$ cat src/rtl/asram_pkg.sv
`timescale 1ns/100ps
package asram_pkg;

   typedef struct packed {
      int unsigned rc;
      int unsigned aa;
      int unsigned oe;
      int unsigned wc;
      int unsigned wp;
      int unsigned aw;
      int unsigned dw;
      int unsigned ohz;
   } grade_ns_t;

   typedef enum logic [1:0] {
      OP_IDLE  = 2'd0,
      OP_READ  = 2'd1,
      OP_WRITE = 2'd2
   } op_e;

   // Nanosecond figures for the two supported speed grades
   function automatic grade_ns_t grade_table(int unsigned grade);
      grade_ns_t t;
      if (grade == 70) begin
         t.rc = 70; t.aa = 70; t.oe = 35; t.wc = 70;
         t.wp = 50; t.aw = 60; t.dw = 30; t.ohz = 25;
      end else begin
         t.rc = 55; t.aa = 55; t.oe = 25; t.wc = 55;
         t.wp = 40; t.aw = 45; t.dw = 25; t.ohz = 20;
      end
      return t;
   endfunction

   // Round a time up to whole clock cycles, never below one
   function automatic int unsigned ns_to_cycles(int unsigned ns, int unsigned clk_ns);
      int unsigned c;
      c = (ns + clk_ns - 1) / clk_ns;
      return (c == 0) ? 1 : c;
   endfunction

   function automatic int unsigned max2(int unsigned a, int unsigned b);
      return (a > b) ? a : b;
   endfunction

endpackage

$ cat src/rtl/asram_busturn.sv
`timescale 1ns/100ps
module asram_busturn #(
   parameter int unsigned OHZ_C = 4,
   parameter int unsigned LW    = 3
) (
   input  logic          clk,
   input  logic          rst_n,
   input  logic          oe_n_pin,
   input  logic          dq_oe_pin,
   output logic [LW-1:0] lead
);

   // Full cycles the output enable has been released, saturating
   logic [LW-1:0] hz;

   always_ff @(posedge clk or negedge rst_n) begin
      if (!rst_n)                  hz <= LW'(OHZ_C);
      else if (!oe_n_pin)          hz <= '0;
      else if (int'(hz) < int'(OHZ_C)) hz <= hz + LW'(1);
   end

   // Extra write lead needed if a write starts next cycle
   always_comb begin
      if (!oe_n_pin)                          lead = LW'(OHZ_C);
      else if (int'(hz) + 1 >= int'(OHZ_C))   lead = '0;
      else                                    lead = LW'(int'(OHZ_C) - int'(hz) - 1);
   end


   bus_turn_chk: assert property (@(posedge clk) disable iff (!rst_n)
      dq_oe_pin |-> (oe_n_pin && int'(hz) >= int'(OHZ_C)));

endmodule

$ cat src/rtl/asram_rdcap.sv
`timescale 1ns/100ps
module asram_rdcap #(
   parameter int unsigned DW = 8
) (
   input  logic          clk,
   input  logic          rst_n,
   input  logic          capture,
   input  logic [DW-1:0] dq_in,
   output logic          rsp_valid,
   output logic [DW-1:0] rsp_data
);

   always_ff @(posedge clk or negedge rst_n) begin
      if (!rst_n) begin
         rsp_valid <= 1'b0;
         rsp_data  <= '0;
      end else begin
         rsp_valid <= capture;
         if (capture) rsp_data <= dq_in;
      end
   end


   rsp_pulse_chk: assert property (@(posedge clk) disable iff (!rst_n)
      rsp_valid |=> !rsp_valid);

endmodule

$ cat src/rtl/asram_seq.sv
`timescale 1ns/100ps
module asram_seq
   import asram_pkg::*;
#(
   parameter int unsigned AW     = 18,
   parameter int unsigned DW     = 8,
   parameter int unsigned CAP_C  = 11,
   parameter int unsigned RLEN_C = 11,
   parameter int unsigned WC_C   = 11,
   parameter int unsigned WEN_C  = 9,
   parameter int unsigned CW     = 5,
   parameter int unsigned LW     = 3
) (
   input  logic          clk,
   input  logic          rst_n,
   input  logic          req_valid,
   input  logic          req_write,
   input  logic [AW-1:0] req_addr,
   input  logic [DW-1:0] req_wdata,
   input  logic [LW-1:0] lead_in,
   output logic          req_ready,
   output logic          capture,
   output logic [AW-1:0] sram_addr,
   output logic          sram_cs_n,
   output logic          sram_cs,
   output logic          sram_oe_n,
   output logic          sram_we_n,
   output logic [DW-1:0] sram_dq_out,
   output logic          sram_dq_oe
);

   op_e           op_q, op_d;
   logic [CW-1:0] cnt_q, cnt_d, len_q, len_d, lead_q, lead_d;
   logic [CW-1:0] wr_span;
   logic          last, accept, we_win_d, dq_win_d;

   assign last      = (op_q != OP_IDLE) && (cnt_q == len_q - CW'(1));
   assign req_ready = (op_q == OP_IDLE) || last;
   assign accept    = req_valid && req_ready;
   assign capture   = (op_q == OP_READ) && (cnt_q == CW'(CAP_C - 1));
   assign wr_span   = CW'(lead_in) + CW'(WEN_C + 1);

   always_comb begin
      op_d   = op_q;
      cnt_d  = cnt_q;
      len_d  = len_q;
      lead_d = lead_q;
      if (accept) begin
         cnt_d = '0;
         if (req_write) begin
            op_d   = OP_WRITE;
            lead_d = CW'(lead_in);
            len_d  = (wr_span > CW'(WC_C)) ? wr_span : CW'(WC_C);
         end else begin
            op_d   = OP_READ;
            lead_d = '0;
            len_d  = CW'(RLEN_C);
         end
      end else if (last) begin
         op_d  = OP_IDLE;
         cnt_d = '0;
      end else if (op_q != OP_IDLE) begin
         cnt_d = cnt_q + CW'(1);
      end
   end

   // Strobe windows decoded from the next state so every pin is a flop
   assign we_win_d = (op_d == OP_WRITE) && (cnt_d >= lead_d) &&
                     (cnt_d < lead_d + CW'(WEN_C));
   assign dq_win_d = (op_d == OP_WRITE) && (cnt_d >= lead_d) &&
                     (cnt_d <= lead_d + CW'(WEN_C));

   always_ff @(posedge clk or negedge rst_n) begin
      if (!rst_n) begin
         op_q        <= OP_IDLE;
         cnt_q       <= '0;
         len_q       <= '0;
         lead_q      <= '0;
         sram_addr   <= '0;
         sram_dq_out <= '0;
         sram_cs_n   <= 1'b1;
         sram_cs     <= 1'b0;
         sram_oe_n   <= 1'b1;
         sram_we_n   <= 1'b1;
         sram_dq_oe  <= 1'b0;
      end else begin
         op_q       <= op_d;
         cnt_q      <= cnt_d;
         len_q      <= len_d;
         lead_q     <= lead_d;
         sram_cs_n  <= (op_d == OP_IDLE);
         sram_cs    <= (op_d != OP_IDLE);
         sram_oe_n  <= (op_d != OP_READ);
         sram_we_n  <= !we_win_d;
         sram_dq_oe <= dq_win_d;
         if (accept) begin
            sram_addr   <= req_addr;
            sram_dq_out <= req_wdata;
         end
      end
   end


   read_sel_chk: assert property (@(posedge clk) disable iff (!rst_n)
      !sram_oe_n |-> (!sram_cs_n && sram_cs && sram_we_n && !sram_dq_oe));


   write_hold_chk: assert property (@(posedge clk) disable iff (!rst_n)
      (!sram_we_n && !$past(sram_we_n)) |-> ($stable(sram_addr) && $stable(sram_dq_out)));


   guard_cycle_chk: assert property (@(posedge clk) disable iff (!rst_n)
      $rose(sram_we_n) |-> sram_dq_oe);


   standby_chk: assert property (@(posedge clk) disable iff (!rst_n)
      sram_cs_n |-> (!sram_cs && sram_we_n && sram_oe_n && !sram_dq_oe));

endmodule

$ cat src/rtl/asram_ctrl.sv
`timescale 1ns/100ps
module asram_ctrl
   import asram_pkg::*;
#(
   parameter int unsigned CLK_NS = 5,
   parameter int unsigned GRADE  = 55,
   parameter int unsigned AW     = 18,
   parameter int unsigned DW     = 8
) (
   input  logic          clk,
   input  logic          rst_n,
   input  logic          req_valid,
   output logic          req_ready,
   input  logic          req_write,
   input  logic [AW-1:0] req_addr,
   input  logic [DW-1:0] req_wdata,
   output logic          rsp_valid,
   output logic [DW-1:0] rsp_data,
   output logic [AW-1:0] sram_addr,
   output logic          sram_cs_n,
   output logic          sram_cs,
   output logic          sram_oe_n,
   output logic          sram_we_n,
   output logic [DW-1:0] sram_dq_out,
   output logic          sram_dq_oe,
   input  logic [DW-1:0] sram_dq_in
);

   localparam grade_ns_t   TNS    = grade_table(GRADE);
   localparam int unsigned RC_C   = ns_to_cycles(TNS.rc,  CLK_NS);
   localparam int unsigned AA_C   = ns_to_cycles(TNS.aa,  CLK_NS);
   localparam int unsigned OE_C   = ns_to_cycles(TNS.oe,  CLK_NS);
   localparam int unsigned WC_C   = ns_to_cycles(TNS.wc,  CLK_NS);
   localparam int unsigned WP_C   = ns_to_cycles(TNS.wp,  CLK_NS);
   localparam int unsigned AWV_C  = ns_to_cycles(TNS.aw,  CLK_NS);
   localparam int unsigned DS_C   = ns_to_cycles(TNS.dw,  CLK_NS);
   localparam int unsigned OHZ_C  = ns_to_cycles(TNS.ohz, CLK_NS);
   localparam int unsigned CAP_C  = max2(AA_C, OE_C);
   localparam int unsigned RLEN_C = max2(RC_C, CAP_C);
   localparam int unsigned WEN_C  = max2(WP_C, max2(AWV_C, DS_C));
   localparam int unsigned MAXLEN = max2(RLEN_C, max2(WC_C, OHZ_C + WEN_C + 1));
   localparam int unsigned CW     = $clog2(MAXLEN + 1);
   localparam int unsigned LW     = $clog2(OHZ_C + 2);

   // Elaboration-time parameter checks
   if (GRADE != 55 && GRADE != 70) begin : g_bad_grade
      $error("asram_ctrl: GRADE must be 55 or 70");
   end
   if (CLK_NS == 0) begin : g_bad_clk
      $error("asram_ctrl: CLK_NS must be non-zero");
   end
   if (AW < 1 || DW < 1) begin : g_bad_width
      $error("asram_ctrl: AW and DW must be non-zero");
   end

   logic [LW-1:0] lead;
   logic          capture;

   asram_busturn #(.OHZ_C(OHZ_C), .LW(LW)) u_turn (
      .clk(clk), .rst_n(rst_n), .oe_n_pin(sram_oe_n),
      .dq_oe_pin(sram_dq_oe), .lead(lead)
   );

   asram_seq #(
      .AW(AW), .DW(DW), .CAP_C(CAP_C), .RLEN_C(RLEN_C), .WC_C(WC_C),
      .WEN_C(WEN_C), .CW(CW), .LW(LW)
   ) u_seq (
      .clk(clk), .rst_n(rst_n), .req_valid(req_valid), .req_write(req_write),
      .req_addr(req_addr), .req_wdata(req_wdata), .lead_in(lead),
      .req_ready(req_ready), .capture(capture), .sram_addr(sram_addr),
      .sram_cs_n(sram_cs_n), .sram_cs(sram_cs), .sram_oe_n(sram_oe_n),
      .sram_we_n(sram_we_n), .sram_dq_out(sram_dq_out), .sram_dq_oe(sram_dq_oe)
   );

   asram_rdcap #(.DW(DW)) u_cap (
      .clk(clk), .rst_n(rst_n), .capture(capture), .dq_in(sram_dq_in),
      .rsp_valid(rsp_valid), .rsp_data(rsp_data)
   );

endmodule

$ cat config.mk
export PLATFORM = sky130hd
export DESIGN_NAME = asram_ctrl
export DESIGN_NICKNAME = d
export VERILOG_FILES = /design/src/rtl/asram_pkg.sv /design/src/rtl/asram_busturn.sv /design/src/rtl/asram_rdcap.sv /design/src/rtl/asram_seq.sv /design/src/rtl/asram_ctrl.sv
export SDC_FILE = /design/constraint.sdc
export NUM_CORES = 1
export LEC_CHECK = 0
export ABC_AREA = 1
export CAP_MARGIN = 0
export CORE_AREA = 2 2 72 88
export CTS_CLUSTER_SIZE = 12
export DETAILED_ROUTE_END_ITERATION = 10
export DIE_AREA = 0 0 74 90
export PLACE_DENSITY_LB_ADDON = 0.2
export SYNTH_ARGS = -nofsm -noshare
export SYNTH_HDL_FRONTEND = slang
export SYNTH_SLANG_ARGS = --single-unit
$ cat constraint.sdc
create_clock -name clk -period 3.1 [get_ports clk]
set_input_delay 0.93 -clock clk [delete_from_list [all_inputs] [get_ports clk]]
set_output_delay 0.93 -clock clk [all_outputs]
set_load 0.03 [all_outputs]
==> impl_metrics.json <==
{
  "ioPinCount": 79,
  "gr-total-overflow": 0,
  "clock-sinks": 57,
  "area_growth_pct": 40.0,
  "cts_tree": "done",
  "portBuffers": 78,
  "drt_first_pass_iters": 4,
  "setup_slack_ns": 0.324,
  "maxSlewViolCount": 0,
  "dieArea_sq_um": 6660,
  "criticalPathCategory": "reg -> out",
  "leakage_nw": 1.91,
  "syn_inst": 311,
  "cp_max_fo": 8,
  "coreArea_sq_um": 5860,
  "finalCriticalPeriod_ns": 2.78,
  "grt_pass1_vias": 2193,
  "end_kind": "primary output",
  "ys_warn_count": 0,
  "comb_power_share": 0.541,
  "irDropWorstVdd_v": 0.000656,
  "grt_antenna_before_repair": 0,
  "pwr_density_cell_nw_per_um2": 1100,
  "finalSetupViolCount": 0,
  "fmax_mhz": 360,
  "swShare": 0.433,
  "chipWidth_um": 74,
  "insertion_delay_ns": 0.33,
  "critPathLaunchType": "flip-flop",
  "cts_setup_buffers": 0,
  "synth-seq-area-share": 0.534,
  "holdCritPathClass": "in -> async",
  "syn_area_sq_um": 2680,
  "relSlewSlack": 0.735,
  "clk_path_buf_depth": 2,
  "diodes": 0,
  "synth-seq-cells": 57,
  "pwr-share-clk": 0.151,
  "fin_worst_skew_ns": 0.00827,
  "drt_iter0_markers": 94,
  "drive_gt1_frac": 0.0956,
  "post-route-period-util": 0.896,
  "vias": 2202,
  "dp_slack_ns": 0.0347,
  "initial_utilization": 0.458,
  "grt_pass1_wl_mm": 9.90,
  "ys_types": 29,
  "gp_congestion": 0.830,
  "synth_fp_nets": 364,
  "drv_cap": 0,
  "grtUsageTotal": 0.194,
  "hold_viol_final": 0,
  "switchingPower_w": 0.00179,
  "numCtsBuffers": 9,
  "nNetsFinal": 456,
  "htree_levels": 3,
  "detailed_place_hpwl_mm": 4.24,
  "drc": 0,
  "clkSlewWorstSetupHoldPaths_ns": 0.06,
  "crit_required_ns": 2.17,
  "setup_tns_ns": 0,
  "seqPwrFrac": 0.308,
  "finalPower_w": 0.00413,
  "root_buffer": "clkbuf_8",
  "drtAntennaViolNets": 0,
  "grt_max_degree": 33,
  "routed_wl_mm": 5.79,
  "syn_avg_cell_area_sq_um": 8.63,
  "viasPerCell": 4.49,
  "status": "completed",
  "tightest_slew_ns": 0.397,
  "wire_per_inst_um": 11.8,
  "num_rows": 31,
  "fp.dieH_um": 90,
  "power.internal_w": 0.00234,
  "cp_data_arrival_time_ns": 1.85,
  "rsz0062_at_grt": "no"
}
==> synthesized netlist by cell type <==
cell	n	area [sq um]
xnor2_1	1	8.76
nand4_1	2	12.5
dfstp_2	4	105
nor3_1	6	30.0
inv_6	1	8.76
nand2_1	137	514
o21a_1	1	7.51
a31oi_1	1	6.26
ha_1	15	188
o21ai_2	1	8.76
nand3_1	12	60.1
buf_6	3	33.8
nor2_1	19	71.3
a21boi_0	1	7.51
nand2_2	2	12.5
o21ai_0	4	20.0
xor2_1	3	26.3
inv_1	27	101
a21oi_1	4	20.0
nor2_2	2	12.5
dfrtp_1	53	1330
buf_4	1	7.51
and3_1	1	6.26
nand2_8	1	20.0
inv_2	1	3.75
o21bai_1	1	7.51
a22oi_1	1	7.51
nand2_4	3	33.8
buf_2	3	15.0
==> power groups by stage <==
| stage | Sequential (W) | Combinational, W | Clock, W |
|---|---|---|---|
| global placement | 0.00128 | 0.00221 | 0 |
| global route | 0.00131 | 0.00250 | 0.000677 |
| detailed placement | 0.00128 | 0.00226 | 0 |
| floorplan | 0.00172 | 0.00100 | 0 |
| CTS | 0.00127 | 0.00226 | 0.000644 |
| finish | 0.00127 | 0.00223 | 0.000623 |
==> cell type report <==
cell class | count | area (sq um)
well taps | 82 | 103
flip-flops and latches | 57 | 1430
repair buffers | 88 | 846
fillers | 505 | 2100
inverters | 29 | 114
multi-input cells | 218 | 1080
clock buffers | 16 | 180
==> per-stage QoR <==
step	hold WS [ns]	util	instance area, sq um	std cells
after floorplan	0.472	-	2680	311
after global placement	0.452	0.611	3580	474
after detailed placement	0.460	0.611	3580	474
after CTS	0.428	0.642	3760	490
after global routing	0.429	0.641	3750	490
final	0.446	0.641	3750	490
==> layout by cell type (no fill, tap or decap), types with 2 or more instances in the layout <==
master / count
clkbuf_1: 4
clkdlybuf4s50_1: 76
o21ai_0: 4
nand3_1: 12
nor2_2: 2
ha_1: 15
clkbuf_8: 12
buf_4: 10
nand4_1: 2
a21oi_1: 4
dfstp_2: 4
nand2_1: 137
xor2_1: 3
nor3_1: 6
nand2_2: 2
inv_1: 27
nand2_4: 3
nor2_1: 19
dfrtp_1: 53
==> state kept, by name (all words and copies together), names as in the netlist, 2 cells and up <==
signal,flops
u_seq.op_q,2
u_seq.len_q,4
u_cap.rsp_data,8
u_seq.lead_q,4
u_seq.sram_dq_out,8
u_turn.hz,3
u_seq.cnt_q,4
u_seq.sram_addr,18
==> kinds of logic (layout without fill, tap and decap cells) <==
| group | after synthesis | after routing | synth area share |
|---|---|---|---|
| simple gates | 185 | 185 | 0.288 |
| flops | 57 | 57 | 0.534 |
| buf+inv | 36 | 133 | 0.0634 |
| fa+ha+maj | 15 | 15 | 0.0700 |
| compound gates | 14 | 14 | 0.0317 |
| xor+xnor | 4 | 4 | 0.0131 |
==> critical path, cell delays in order (launching register included) <==
cell	delay (ns)
dfrtp_1	0.36
inv_2	0.06
ha_1	0.29
xor2_1	0.14
nand2_1	0.08
nor2_2	0.11
nand2_2	0.10
nand2_4	0.15
clkbuf_2	0.23
==> per-layer routing <==
layer,GRT usage,part of all wire
met5,0,0
met2,0.316,0.49
met4,0.0742,0.013
met3,0.0684,0.051
met1,0.231,0.44
==> worst paths after layout <==
check | start | endpoint | slack (ns) | cells after the start
min reg2reg | u_cap.rsp_data[6] | u_cap.rsp_data[6] | 0.47 | 2
max reg2reg | u_seq.len_q[0] | u_seq.sram_dq_oe | 0.38 | 19
min in group clk | u_cap.rsp_data[6] | u_cap.rsp_data[6] | 0.47 | 2
max | u_seq.len_q[0] | req_ready | 0.32 | 8
min | rst_n | u_seq.len_q[0] | 0.45 | 1
max in group asynchronous | rst_n | u_seq.sram_we_n | 1.96 | 2
==> timing repair <==
action,CTS,global route
setup endpoints to repair,1,1
gates resized for setup,1,2
hold buffers,0,0
pin swaps,0,0
Note: power is estimated with default switching activity, not from simulation.
